--- src/rtl/pfd_pkg.sv ---
package pfd_pkg;

    typedef enum logic {
        ST_HUNT = 1'b0,
        ST_BITS = 1'b1
    } pfd_state_e;

    typedef enum logic [1:0] {
        EV_NONE = 2'd0,
        EV_BIT  = 2'd1,
        EV_VIOL = 2'd2
    } pfd_event_e;

    typedef struct packed {
        pfd_event_e kind;
        logic       value;
    } pfd_bit_s;

    // decision point halfway between the two nominal bit lengths
    function automatic int split_point(input int short_len, input int long_len);
        return (short_len + long_len) / 2;
    endfunction

    // longest accepted gap: one and a half long bits
    function automatic int grace_limit(input int long_len);
        return (long_len * 3) / 2;
    endfunction

    // width needed to hold values 0..n
    function automatic int bits_for(input int n);
        return $clog2(n + 1);
    endfunction

endpackage

--- src/rtl/pfd_line_sync.sv ---
module pfd_line_sync (
    input  logic clk,
    input  logic rst,
    input  logic tick,
    input  logic line_in,
    output logic fall
);
    logic s1_q, s2_q, prev_q;

    // idle line carries the carrier (high), so all stages reset high
    always_ff @(posedge clk) begin
        if (rst) begin
            s1_q   <= 1'b1;
            s2_q   <= 1'b1;
            prev_q <= 1'b1;
        end else begin
            s1_q <= line_in;
            s2_q <= s1_q;
            if (tick) prev_q <= s2_q;
        end
    end

    assign fall = tick & prev_q & ~s2_q;

endmodule

--- src/rtl/pfd_bit_timer.sv ---
module pfd_bit_timer
    import pfd_pkg::*;
#(
    parameter int TICK_PAUSE = 4,
    parameter int TICK_ZERO  = 13,
    parameter int TICK_ONE   = 21
) (
    input  logic     clk,
    input  logic     rst,
    input  logic     tick,
    input  logic     fall,
    input  logic     active,
    output pfd_bit_s bit_o
);
    localparam int THRESH = split_point(TICK_ZERO, TICK_ONE);
    localparam int LIMIT  = grace_limit(TICK_ONE);
    localparam int EL_W   = bits_for(LIMIT + 1);
    localparam logic [EL_W-1:0] EL_SAT    = EL_W'(LIMIT + 1);
    localparam logic [EL_W-1:0] EL_LIMIT  = EL_W'(LIMIT);
    localparam logic [EL_W-1:0] EL_THRESH = EL_W'(THRESH);
    localparam logic [EL_W-1:0] EL_PAUSE  = EL_W'(TICK_PAUSE);

    logic [EL_W-1:0] el_q;
    logic [EL_W-1:0] el_now;

    // ticks since the last falling edge, including the current tick
    assign el_now = (el_q == EL_SAT) ? el_q : el_q + 1'b1;

    always_ff @(posedge clk) begin
        if (rst) begin
            el_q <= '0;
        end else if (tick) begin
            el_q <= fall ? '0 : el_now;
        end
    end

    always_comb begin
        bit_o.kind  = EV_NONE;
        bit_o.value = (el_now > EL_THRESH);
        if (active && tick) begin
            if ((el_now > EL_LIMIT) || (fall && (el_now < EL_PAUSE))) begin
                bit_o.kind = EV_VIOL;
            end else if (fall) begin
                bit_o.kind = EV_BIT;
            end
        end
    end

endmodule

--- src/rtl/pfd_frame_ctrl.sv ---
module pfd_frame_ctrl
    import pfd_pkg::*;
#(
    parameter int TICK_ONE     = 21,
    parameter int MIN_LEN      = 6,
    parameter int MAX_LEN      = 23,
    parameter int IDLE_PERIODS = 400,
    parameter int STAMP_W      = 16,
    parameter int STAMP_ADJ    = 2,
    parameter int LEN_W        = 5
) (
    input  logic               clk,
    input  logic               rst,
    input  logic               tick,
    input  logic               fall,
    input  logic               ks_bit,
    input  pfd_bit_s           bit_i,
    output logic               active,
    output logic               ks_adv,
    output logic               frame_valid,
    output logic [LEN_W-1:0]   frame_len,
    output logic [MAX_LEN-1:0] frame_data,
    output logic [STAMP_W-1:0] frame_stamp,
    output logic               err,
    output logic               err_timeout
);
    localparam int PC_W  = bits_for(TICK_ONE - 1);
    localparam int PER_W = bits_for(IDLE_PERIODS);
    localparam logic [PC_W-1:0]  PC_LAST  = PC_W'(TICK_ONE - 1);
    localparam logic [PER_W-1:0] PER_LAST = PER_W'(IDLE_PERIODS);
    localparam logic [LEN_W-1:0] LEN_MIN  = LEN_W'(MIN_LEN);
    localparam logic [LEN_W-1:0] LEN_MAX  = LEN_W'(MAX_LEN);
    localparam logic [LEN_W-1:0] LEN_SAT  = '1;
    localparam logic [STAMP_W-1:0] ADJ    = STAMP_W'(STAMP_ADJ);

    pfd_state_e         state_q;
    logic [PC_W-1:0]    pc_q;
    logic [PER_W-1:0]   per_q;
    logic [LEN_W-1:0]   len_q;
    logic [MAX_LEN-1:0] acc_q;
    logic [STAMP_W-1:0] now_q;
    logic [STAMP_W-1:0] last_q;
    logic               len_ok;
    logic               clean_bit;

    assign active    = (state_q == ST_BITS);
    assign len_ok    = (len_q >= LEN_MIN) && (len_q <= LEN_MAX);
    assign clean_bit = bit_i.value ^ ks_bit;

    always_ff @(posedge clk) begin
        if (rst) begin
            state_q     <= ST_HUNT;
            pc_q        <= '0;
            per_q       <= '0;
            len_q       <= '0;
            acc_q       <= '0;
            now_q       <= '0;
            last_q      <= '0;
            ks_adv      <= 1'b0;
            frame_valid <= 1'b0;
            frame_len   <= '0;
            frame_data  <= '0;
            frame_stamp <= '0;
            err         <= 1'b0;
            err_timeout <= 1'b0;
        end else begin
            ks_adv      <= 1'b0;
            frame_valid <= 1'b0;
            err         <= 1'b0;
            if (tick) begin
                now_q <= now_q + 1'b1;
                unique case (state_q)
                    ST_HUNT: begin
                        if (fall) begin
                            state_q <= ST_BITS;
                            len_q   <= '0;
                            acc_q   <= '0;
                            last_q  <= now_q;
                        end else if (pc_q == PC_LAST) begin
                            pc_q   <= '0;
                            ks_adv <= 1'b1;
                            if (per_q == PER_LAST) begin
                                per_q       <= '0;
                                err         <= 1'b1;
                                err_timeout <= 1'b1;
                            end else begin
                                per_q <= per_q + 1'b1;
                            end
                        end else begin
                            pc_q <= pc_q + 1'b1;
                        end
                    end
                    ST_BITS: begin
                        case (bit_i.kind)
                            EV_VIOL: begin
                                state_q <= ST_HUNT;
                                pc_q    <= '0;
                                per_q   <= '0;
                                if (len_ok) begin
                                    frame_valid <= 1'b1;
                                    frame_len   <= len_q;
                                    frame_data  <= acc_q;
                                    frame_stamp <= last_q + ADJ;
                                end else begin
                                    err         <= 1'b1;
                                    err_timeout <= 1'b0;
                                end
                            end
                            EV_BIT: begin
                                if (len_q < LEN_MAX) begin
                                    acc_q <= acc_q | (MAX_LEN'(clean_bit) << len_q);
                                end
                                if (len_q != LEN_SAT) len_q <= len_q + 1'b1;
                                ks_adv <= 1'b1;
                                last_q <= now_q;
                            end
                            default: ;
                        endcase
                    end
                    default: ;
                endcase
            end
        end
    end

endmodule

--- src/rtl/pause_frame_decoder.sv ---
module pause_frame_decoder
    import pfd_pkg::*;
#(
    parameter  int TICK_PAUSE   = 4,
    parameter  int TICK_ZERO    = 13,
    parameter  int TICK_ONE     = 21,
    parameter  int MIN_LEN      = 6,
    parameter  int MAX_LEN      = 23,
    parameter  int IDLE_PERIODS = 400,
    parameter  int STAMP_W      = 16,
    parameter  int PIPE_DELAY   = 2,
    localparam int LEN_W        = bits_for(MAX_LEN + 1)
) (
    input  logic               clk,
    input  logic               rst,
    input  logic               tick,
    input  logic               line_in,
    input  logic               ks_bit,
    output logic               ks_adv,
    output logic               frame_valid,
    output logic [LEN_W-1:0]   frame_len,
    output logic [MAX_LEN-1:0] frame_data,
    output logic [STAMP_W-1:0] frame_stamp,
    output logic               err,
    output logic               err_timeout
);
    localparam int STAMP_ADJ = TICK_PAUSE - PIPE_DELAY;

    logic     fall;
    logic     active;
    pfd_bit_s bit_ev;

    pfd_line_sync u_sync (
        .clk    (clk),
        .rst    (rst),
        .tick   (tick),
        .line_in(line_in),
        .fall   (fall)
    );

    pfd_bit_timer #(
        .TICK_PAUSE(TICK_PAUSE),
        .TICK_ZERO (TICK_ZERO),
        .TICK_ONE  (TICK_ONE)
    ) u_timer (
        .clk   (clk),
        .rst   (rst),
        .tick  (tick),
        .fall  (fall),
        .active(active),
        .bit_o (bit_ev)
    );

    pfd_frame_ctrl #(
        .TICK_ONE    (TICK_ONE),
        .MIN_LEN     (MIN_LEN),
        .MAX_LEN     (MAX_LEN),
        .IDLE_PERIODS(IDLE_PERIODS),
        .STAMP_W     (STAMP_W),
        .STAMP_ADJ   (STAMP_ADJ),
        .LEN_W       (LEN_W)
    ) u_ctrl (
        .clk        (clk),
        .rst        (rst),
        .tick       (tick),
        .fall       (fall),
        .ks_bit     (ks_bit),
        .bit_i      (bit_ev),
        .active     (active),
        .ks_adv     (ks_adv),
        .frame_valid(frame_valid),
        .frame_len  (frame_len),
        .frame_data (frame_data),
        .frame_stamp(frame_stamp),
        .err        (err),
        .err_timeout(err_timeout)
    );

endmodule

--- config.mk ---
export PLATFORM = sky130hd
export DESIGN_NAME = pause_frame_decoder
export DESIGN_NICKNAME = d
export VERILOG_FILES = /design/src/rtl/pfd_pkg.sv /design/src/rtl/pfd_line_sync.sv /design/src/rtl/pfd_bit_timer.sv /design/src/rtl/pfd_frame_ctrl.sv /design/src/rtl/pause_frame_decoder.sv
export SDC_FILE = /design/constraint.sdc
export NUM_CORES = 1
export LEC_CHECK = 0
export BUFFER_PORTS_ARGS = -buffer_cell sky130_fd_sc_hd__buf_2
export CAP_MARGIN = 15
export CORE_MARGIN = 5
export CORE_UTILIZATION = 30
export CTS_CLUSTER_DIAMETER = 150
export DETAILED_ROUTE_END_ITERATION = 10
export SLEW_MARGIN = 20
export SYNTH_ARGS = -nofsm -noshare
export SYNTH_HDL_FRONTEND = slang
export SYNTH_HIERARCHICAL = 1
export SYNTH_SLANG_ARGS = --single-unit
--- constraint.sdc ---
create_clock -name clk -period 3.15 [get_ports clk]
set_input_delay 0.4725 -clock clk [delete_from_list [all_inputs] [get_ports clk]]
set_output_delay 0.4725 -clock clk [all_outputs]
set_load 0.005 [all_outputs]
======== After elaboration in Yosys (flattened, before gate mapping) ========
Cells that the tools add are included.
word-level totals
  bits in registers ....................... 132
  word-level logic and storage cells ...... 112
  output and inout port bits .............. 48
  bits of input ports ..................... 5
cells by class
  mux-type cells .......................... 45
  equal/unequal tests ..................... 15
  add/subtract/negate cells ............... 6
  $lt $le $gt $ge ......................... 6
  shift operators ......................... 1
  reductions and logical operators ........ 13
  bitwise logic cells ..................... 8
operators by type and width
  kind                                                           count
  2-to-1 mux 23 bit                                              3
  one-hot mux 23 bit (2 select lines)                            1
  2-to-1 mux 9 bit                                               4
  2-to-1 mux 16 bit                                              2
  one-hot mux 16 bit (2 select lines)                            1
  2-to-1 mux 5 bit                                               6
  OR 23 bit                                                      1
  << shifter 1 x 5 -> 23 bit                                     1
  one-hot mux 5 bit (2 select lines)                             2
  one-hot mux 9 bit (2 select lines)                             1
  2-to-1 mux 1 bit                                               17
  adder 16 x 1 -> 16 bit, second input constant                  1
  adder 16 x 2 -> 16 bit, second input constant                  1
  AND reduction 4 bit                                            4
  != test 2 bit, second input constant                           7
  greater-than comparator 6 x 5 -> 1 bit, second input constant  2
  2-to-1 mux 6 bit                                               2
  adder 5 x 1 -> 5 bit, second input constant                    2
  adder 9 x 1 -> 9 bit, second input constant                    1
  == test 9 bit, second input constant                           1
  one-hot mux 1 bit (2 select lines)                             4
  adder 6 x 1 -> 6 bit, second input constant                    1
  == test 6 bit, second input constant                           1
  < comparator 6 x 3 -> 1 bit, second input constant             1
  other kinds (18)                                               27

======== Logic depth before layout (Yosys ltp) ========
Gate-level depths: netlist of the first run.
  depth in word-level cells ............... 10
  depth in mapped cells ................... 13
  mapped depth without buffers ............ 11

======== Modules after synthesis ========
The synthesis of the first run kept the hierarchy.
by module, submodules not included
  module          cells an instance  area each (um^2)  seq. area each (um^2)  instances
  pfd_frame_ctrl  587                5203.7            2462.4                 1
  pfd_bit_timer   64                 485.5             120.1                  1
  pfd_line_sync   8                  97.6              60.1                   1

======== Worst setup path before layout of the first run ========
Ideal clock, no wire load.
  kind .................................... register -> register
  start point ............................. register u_timer.el_q[2]
  end point ............................... register u_ctrl.last_q[10]
  arrival ................................. 2.162 ns
  buffers on the path ..................... 3
  clock period less this slack ............ 2.289 ns
  cell stages (with the launch flop) ...... 12
  library setup time ...................... 0.128 ns
  path slack .............................. 0.861 ns
  path through ............................ dfxtp_1 > buf_6 > or3_4 > a21oi_1 > a31oi_1 > o22ai_1 > and3b_4 > o21ai_2 > buf_6 > buf_6 > mux2i_1 > nor2_1
RTL lines
  item                    RTL line               RTL
  from (decl)             pfd_bit_timer.sv:23    logic [EL_W-1:0] el_q;
  from (signal assigned)  pfd_bit_timer.sv:33    el_q <= fall ? '0 : el_now;
  to (signal assigned)    pfd_frame_ctrl.sv:78   last_q <= now_q;
  to (signal assigned)    pfd_frame_ctrl.sv:115  last_q <= now_q;
  to (decl)               pfd_frame_ctrl.sv:42   logic [STAMP_W-1:0] last_q;

==> results.toml, run 1 <==
[yosys]
synth_top_area_cell = "dfxtp_1"
synth_area_per_cell_um2 = 8.78
ys_top_cells_by_area = "dfxtp_1, nand2_1, nor2_1"
synth_flop_cell = "dfxtp_1"
ys_seq_area_share_pct = 45.7
syn_area_um2 = 5790
ys_seq_elements = 132
synth_cells = 659
synth_cell_types = 59
synthArstFlopShare_pct = 0
synth_edf_count = 0
syn-num-nets = 675
synthTopCellsByCount = "dfxtp_1, nand2_1, nor2_1, a21oi_1, nand3_1"
yosys.cell_count.top_type = "dfxtp_1"
yosys_warnings = 6
synth_top_area_share_pct = 45.7

[clock_tree]
cts_buffer_depth = 2
root_buffer = "clkbuf_16"
clk_pin_slew_ps = 60
cts_max_level = 4
clock-sinks = 132
cts_made_buffers = 17
clk_latency_ps = 410
cts_hold_buf = 0
cts_tree = "yes"
post_cts_buffers = 0
ctsResizeCount = 0

[global_route]
grt_overflow = 0
track_usage_pct = 11.4
grt_pass1_vias = 4197
grt_pass1_wl_um = 20900
antenna_found_initial = 0
grt_max_degree = 68

[pwr]
cellLeakagePower_uw = 0.00250
power_uw = 3620
vdd_drop_max_mv = 0.288
pwr_density_cell_nw_per_um2 = 535

[critical_path]
cp.required_ps = 3480
path_class = "flip-flop to flip-flop"
crit_chain = "inv_1 > ha_1 > nand2_1 > a21oi_1 > a31oi_1 > o22ai_1 > and3b_4 > o21ai_2 > nor4_4 > nand2_2 > o31ai_2"
critical_path.slowest_cell = "nor4_4"
end_kind = "flip-flop"
worstPathArrival_ps = 2990
startpoint_type = "flip-flop"
slowest_delay_ps = 470
crit_path_max_fanout = 7

[route]
dr.pass1.iters = 5
drc_errors = 0
antenna_left = 0
routedWlPerCell_um = 12.5
drt-vias-per-instance = 4.65
routed_wl_um = 12200
vias = 4534
drtIter0Drc = 262

[finish]
fin_nets = 718
drive_gt1_share_pct = 18.3
ff_latch_area_um2 = 2640
syn_to_final_growth_pct = 16.9
fillers = 1975
multi_input_area_um2 = 2860
num_antenna_cells = 0
final_util_pct = 35.9

[floorplanning]
die_x_um = 149
die_h_um = 149
row_count = 50
core_area_um2 = 18800
ios = 53
die_area_um2 = 22200
initial_utilization_pct = 30.7

[timing]
fin_crit_ps = 2650
rsz0062_at_grt = "no"
hold_slack_ps = 240
slew_headroom_pct = 50.9
final_hold_viol_count = 0
finalCritPeriodShare_pct = 84.3
fmaxAchievable_mhz = 377
fin_setup_tns_ps = 0
clock_skew_ps = 8.93
drv_slew = 0
tightest_slew_ps = 737
fin_ws_ps = 495
finalSetupViolCount = 0

[min_path]
hp-class = "primary input to flip-flop"

[place]
post-place-ws_ps = 406
numPortBuffers = 52
dp_hpwl_um = 8270
gp_congestion = 0.797

[job]
cap_violations = 0

[status]
status = "complete, no violations"
-- worst paths after layout --
kind         depth (start not counted)                            to  slack (ps)                          from
min reg2reg                          1        u_sync/s2_q$_SDFF_PP1_         410        u_sync/s1_q$_SDFF_PP1_
min                                  2        u_sync/s1_q$_SDFF_PP1_         240                       line_in
max                                 11  u_ctrl/acc_q[2]$_SDFFE_PP0P_         500  u_timer/el_q[0]$_SDFFE_PP0P_
max reg2reg                         11  u_ctrl/acc_q[2]$_SDFFE_PP0P_         500  u_timer/el_q[0]$_SDFFE_PP0P_
-- worst max-delay path: cells and delay by family, from the launching register on --
kind / cells / cell delay, ps
AO/OA/AOI/OAI: 5 / 730
adder cells (fa/ha/maj): 1 / 200
buffers and inverters: 1 / 100
flip-flops: 1 / 450
AND/OR/NAND/NOR: 4 / 1110
-- state kept, by name (all words and copies together) (netlist names), 5 cells and up --
signal and cells:
u_ctrl/acc_q 23, u_ctrl/frame_data 23, u_ctrl/frame_stamp 16, u_ctrl/last_q 16, u_ctrl/now_q 16, u_ctrl/per_q 9, u_timer/el_q 6, u_ctrl/frame_len 5
u_ctrl/len_q 5, u_ctrl/pc_q 5
-- per-layer routing --
layer | routed length [µm] | track usage (%) | vias up
met5 | 0 | 0 | -
met4 | 170 | 3.62 | 0
met3 | 413 | 3.43 | 12
met2 | 5540 | 17.2 | 78
met1 | 6070 | 15.7 | 2107
li1 | - | - | 2337
-- logic make-up after synthesis --
family / after synthesis / share of synthesized area (%)
compound gates: 115 / 13.4
fa+ha+maj: 11 / 2.38
xor+xnor: 42 / 6.36
simple gates: 292 / 24.3
mux: 17 / 2.96
buf+inv: 50 / 4.89
flops: 132 / 45.7
-- metrics by stage --
step                      instance area [µm²]  cells
after floorplan                          5790    659
after global placement                   6210    943
after detailed placement                 6210    943
after CTS                                6760    975
after global routing                     6760    975
final                                    6760    975
-- layout by cell type, fill, tap and decap left out, types with 13 or more instances in the layout --
| cell type | instances |
|---|---|
| o21ai_1 | 13 |
| buf_2 | 51 |
| a21oi_1 | 46 |
| inv_1 | 14 |
| nor2_1 | 91 |
| xor2_1 | 20 |
| o21ai_0 | 14 |
| xnor2_1 | 22 |
| nand2_1 | 106 |
| a211oi_2 | 13 |
| mux2i_1 | 16 |
| clkbuf_16 | 17 |
| nand3_1 | 25 |
| dfxtp_1 | 132 |
-- report_power, final --
| part | total (µW) | internal, µW | switching, µW |
|---|---|---|---|
| Clock | 1820 | 1060 | 767 |
| Combinational | 101 | 32.6 | 68.3 |
| Sequential | 1700 | 1680 | 14.9 |
-- layout make-up --
type	instances	share of cell area (%)
clock buffer	19	6.70
clock inverter	13	1.54
inverter	14	0.777
multi-input combinational	477	42.3
sequential	132	39.1
tap	260	4.81
timing repair buffer	60	4.77
Note: power is estimated with default switching activity, not from simulation.
==> run 2: changes to the inputs <==
==> constraint.sdc (replaced) <==
create_clock -name clk -period 2.32 [get_ports clk]
set_input_delay 0.348 -clock clk [delete_from_list [all_inputs] [get_ports clk]]
set_output_delay 0.348 -clock clk [all_outputs]
set_load 0.005 [all_outputs]
==> results.toml, run 2 (synthesis gave the netlist of run 1 again) <==
[timing]
fmaxAchievable_mhz = 426
rsz0062_at_grt = "yes"
tightest_slew_ps = 584
final_hold_viol_count = 0
fin_setup_tns_ps = -25.2
finalCritPeriodShare_pct = 101
slew_headroom_pct = 61.1
drv_slew = 0
clock_skew_ps = 9.97
finalSetupViolCount = 1
fin_ws_ps = -25.2
fin_crit_ps = 2350

[critical_path]
startpoint_type = "flip-flop"
path_class = "flip-flop to flip-flop"
reg2reg_depth = 11
slowest_delay_ps = 360
crit_path_max_fanout = 7
crit_chain = "buf_4 > a211o_1 > o21ai_2 > a31oi_2 > o22ai_1 > and3b_2 > and2_4 > o21a_4 > clkbuf_16 > nor2_1 > a211oi_2"
worstPathArrival_ps = 2680
cp.required_ps = 2660
critical_path.slowest_cell = "dfxtp_4"
end_kind = "flip-flop"

[finish]
fillers = 1859
final_cells = 1011
drive_gt1_share_pct = 27.0
num_antenna_cells = 0
fin_nets = 754
final_cell_mix = "dfxtp_1, nand2_1, nor2_1"
layout_commonest_cell = "dfxtp_1"
syn_to_final_growth_pct = 29.3
reg.largest.list = "u_ctrl/acc_q: 23 flops, u_ctrl/frame_data: 23 flops"
final_util_pct = 39.7

[place]
place_inst = 971
dp_hpwl_um = 8890
numPortBuffers = 52
post-place-ws_ps = -80.4
gp_congestion = 0.801

[status]
status = "finished with violations"
violations = "setup timing"

[clock_tree]
root_buffer = "clkbuf_16"
clk_latency_ps = 420
cts_max_level = 4
clk_pin_slew_ps = 60
cts_made_buffers = 17
cts_hold_buf = 0
cts_tree = "yes"
clock-sinks = 132
cts_buffer_depth = 2

[floorplanning]
die_x_um = 149
row_count = 50
initial_utilization_pct = 30.7
ios = 53
core_area_um2 = 18800
die_area_um2 = 22200
die_h_um = 149

[global_route]
grt_max_degree = 53
grt_pass1_wl_um = 21200
grt_pass1_vias = 4276
antenna_found_initial = 0
track_usage_pct = 11.6
grt_overflow = 0

[route]
drc_errors = 0
drt-vias-per-instance = 4.67
vias = 4726
antenna_left = 0
routed_wl_um = 13300
routedWlPerCell_um = 13.2
drtIter0Drc = 309
dr.pass1.iters = 5

[min_path]
hold_depth = 2
hp-class = "primary input to flip-flop"

[pwr]
vdd_drop_max_mv = 0.382
cellLeakagePower_uw = 0.00284
pwr_density_cell_nw_per_um2 = 756

[job]
cap_violations = 0
-- run 2: cell count changes in the layout (fill, tap and decap cells not counted), moves of 4 or more --
cell / previous run / this run
buf_6: 0 / 4
a21oi_2: 0 / 10
nand2_1: 106 / 102
a21oi_1: 46 / 36
buf_12: 0 / 5
buf_4: 9 / 33
dfxtp_1: 132 / 127
bufinv_16: 0 / 7
-- run 2: area by class of cell --
cell class                 instances  area (µm²)  area share, %
clock buffer                      17         425           5.69
clock inverter                    15         277           3.70
inverter                          14        52.6          0.702
multi-input combinational        477        3020           40.4
sequential                       132        2660           35.5
tap                              260         325           4.35
timing repair buffer              96         723           9.67
-- run 2: repair_timing --
| item | CTS | global route |
|---|---|---|
| gates cloned | 0 | 4 |
| endpoints found under the setup margin | 44 | 102 |
| pin swaps | 2 | 18 |
| endpoints found under the hold margin | 0 | 0 |
| gates resized for setup | 5 | 48 |
| setup buffers | 0 | 4 |
-- run 2: layer usage --
| metal | wire length, µm | track usage (%) |
|---|---|---|
| met3 | 479 | 3.07 |
| met1 | 6600 | 15.7 |
| met2 | 6180 | 17.8 |
| met4 | 84 | 4.49 |
| met5 | 0 | 0 |
-- run 2: worst max-delay path, delay by kind of cell, from the launching register on --
| family | cells | cell delay, ps |
|---|---|---|
| compound gates | 6 | 1110 |
| buf+inv | 2 | 330 |
| flops | 1 | 360 |
| simple gates | 3 | 460 |
-- run 2: worst paths after layout --
path                                startpoint                                  to  slack [ps]
setup / recovery  u_timer/el_q[0]$_SDFFE_PP0P_  u_ctrl/frame_stamp[5]$_SDFFE_PP0P_         -30
setup reg to reg  u_timer/el_q[0]$_SDFFE_PP0P_  u_ctrl/frame_stamp[5]$_SDFFE_PP0P_         -30
hold / removal                         line_in              u_sync/s1_q$_SDFF_PP1_         130
hold reg to reg         u_sync/s1_q$_SDFF_PP1_              u_sync/s2_q$_SDFF_PP1_         410
-- run 2: per-stage QoR --
| step | hold WS [ps] | power, µW | instance area, µm² |
|---|---|---|---|
| detailed placement | 399 | 2510 | 6470 |
| global placement | 394 | 2510 | 6470 |
| CTS | 113 | 5700 | 7180 |
| floorplan | 389 | 2460 | 5790 |
| finish | 128 | 5660 | 7480 |
| global route | 116 | 5840 | 7480 |
-- run 2: report_power, final --
part           leakage (µW)  internal [µW]  switching (µW)
clock network      0.000330           2130            1050
registers           0.00107           2280            16.5
logic               0.00145           68.0             110
==> run 3: changes to the inputs <==
--- a/config.mk
+++ b/config.mk
@@ -5,8 +5,10 @@
 export SDC_FILE = /design/constraint.sdc
 export NUM_CORES = 1
 export LEC_CHECK = 0
+export ABC_CLOCK_PERIOD_IN_PS = 2300
 export BUFFER_PORTS_ARGS = -buffer_cell sky130_fd_sc_hd__buf_2
 export CAP_MARGIN = 15
+export CORE_ASPECT_RATIO = 1.75
 export CORE_MARGIN = 5
 export CORE_UTILIZATION = 30
 export CTS_CLUSTER_DIAMETER = 150
==> constraint.sdc (replaced) <==
create_clock -name clk -period 2.3 [get_ports clk]
set_input_delay 0.345 -clock clk [delete_from_list [all_inputs] [get_ports clk]]
set_output_delay 0.345 -clock clk [all_outputs]
set_load 0.005 [all_outputs]
==> results.toml, run 3 (synthesis gave the netlist of run 1 again) <==
[timing]
tightest_slew_ps = 798
fmaxAchievable_mhz = 424
fin_ws_ps = -58.5
slew_headroom_pct = 46.8
clock_skew_ps = 8.39
fin_crit_ps = 2360
finalSetupViolCount = 26
drv_slew = 0
rsz0062_at_grt = "yes"
final_hold_viol_count = 0
finalCritPeriodShare_pct = 103

[job]
cap_violations = 0

[floorplanning]
initial_utilization_pct = 30.3
die_x_um = 115
ios = 53
die_h_um = 194
row_count = 67
die_area_um2 = 22300
core_area_um2 = 19100

[critical_path]
cpLargestDelayFamily = "compound AO/OA/AOI/OAI gates"
crit_chain = "buf_6 > a211o_1 > o21ai_1 > a31oi_1 > and3_1 > and3b_2 > and2_4 > o21a_4 > buf_12 > clkbuf_16 > nand2_2 > a21oi_1"
crit_path_max_fanout = 6
worst-path-buf-inv = 3
end_kind = "flip-flop"
worstPathArrival_ps = 2700
cp.required_ps = 2640
slowest_delay_ps = 360
startpoint_type = "flip-flop"
critical_path.slowest_cell = "dfxtp_4"
path_class = "flip-flop to flip-flop"

[clock_tree]
cts_max_level = 4
root_buffer = "clkbuf_16"
cts_buffer_depth = 2
clk_pin_slew_ps = 60
cts_made_buffers = 17
clock-sinks = 132
cts_tree = "yes"
clk_latency_ps = 420
cts_hold_buf = 0

[global_route]
grt_pass1_wl_um = 22200
track_usage_pct = 12.2
grt_overflow = 0
grt_pass1_vias = 4688
grt_max_degree = 73
antenna_found_initial = 0

[finish]
num_antenna_cells = 0
drive_gt1_share_pct = 28.7
final_cell_mix = "dfxtp_1, nand2_1, nor2_1"
fin_nets = 760
syn_to_final_growth_pct = 30.5
layout_commonest_cell = "dfxtp_1"
final_util_pct = 39.5
reg.largest.list = "u_ctrl/acc_q: 23 flops, u_ctrl/frame_data: 23 flops"

[route]
routed_wl_um = 14400
dr.pass1.iters = 4
drt-vias-per-instance = 4.82
vias = 4812
antenna_left = 0
drtIter0Drc = 217
drc_errors = 0
routedWlPerCell_um = 14.5

[status]
violations = "setup timing"
status = "finished with violations"

[place]
numPortBuffers = 52
post-place-ws_ps = -63.2
dp_hpwl_um = 9270
gp_congestion = 0.905

[pwr]
power_uw = 5250
vdd_drop_max_mv = 0.495
cellLeakagePower_uw = 0.00289
pwr_density_cell_nw_per_um2 = 695

[min_path]
hp-class = "primary input to flip-flop"
run 3: cell count changes in the layout (fill, tap and decap cells not counted), sizes merged:
| cell | previous run | this run |
|---|---|---|
| clkbuf | 20 | 25 |
| bufinv | 7 | 3 |
| clkinv | 3 | 6 |
| buf | 93 | 95 |
| clkinvlp | 3 | 5 |
| inv | 16 | 14 |
run 3: final timing paths:
path | startpoint | endpoint | slack [ps] | depth (start not counted)
setup / recovery | u_timer/el_q[1]$_SDFFE_PP0P_ | u_ctrl/frame_data[18]$_SDFFE_PP0P_ | -60 | 12
hold reg to reg | u_sync/s1_q$_SDFF_PP1_ | u_sync/s2_q$_SDFF_PP1_ | 410 | 1
setup reg to reg | u_timer/el_q[1]$_SDFFE_PP0P_ | u_ctrl/frame_data[18]$_SDFFE_PP0P_ | -60 | 12
hold / removal | line_in | u_sync/s1_q$_SDFF_PP1_ | 110 | 2
run 3: cell type report:
class	instances	area, µm²
clock buffer	18	439
clock inverter	14	161
fill	1898	11600
inverter	14	55.1
multi-input combinational	477	3060
sequential	132	2660
tap	241	302
timing repair buffer	102	876
run 3: power breakdown:
part           internal, µW  switching [µW]  total (µW)
combinational          72.2             112         184
sequential             2300            18.7        2320
clock                  1720            1020        2740
run 3: what timing repair did:
action	4_1_cts	5_1_grt
resized for setup	6	70
setup buffers	0	5
gates cloned	1	10
pin swaps	0	28
endpoints found under the setup margin	81	102
run 3: metrics by stage:
stage / hold slack [ps] / cells / area (µm²) / setup TNS [ps]
6_report: 115 / 998 / 7550 / -516
5_1_grt: 115 / 998 / 7550 / -5600
4_1_cts: 93.6 / 983 / 7060 / -14.5
3_5_place_dp: 398 / 950 / 6410 / -1380
3_3_place_gp: 391 / 950 / 6410 / -0.774
2_1_floorplan: 389 / 659 / 5790 / 0
run 3: per-layer routing:
layer | vias to the layer above | routed length (µm) | global-route usage, %
met5 | - | 0 | 0
met2 | 72 | 8310 | 22.7
met3 | 11 | 451 | 2.65
li1 | 2421 | - | -
met1 | 2308 | 5460 | 12.6
met4 | 0 | 204 | 5.57
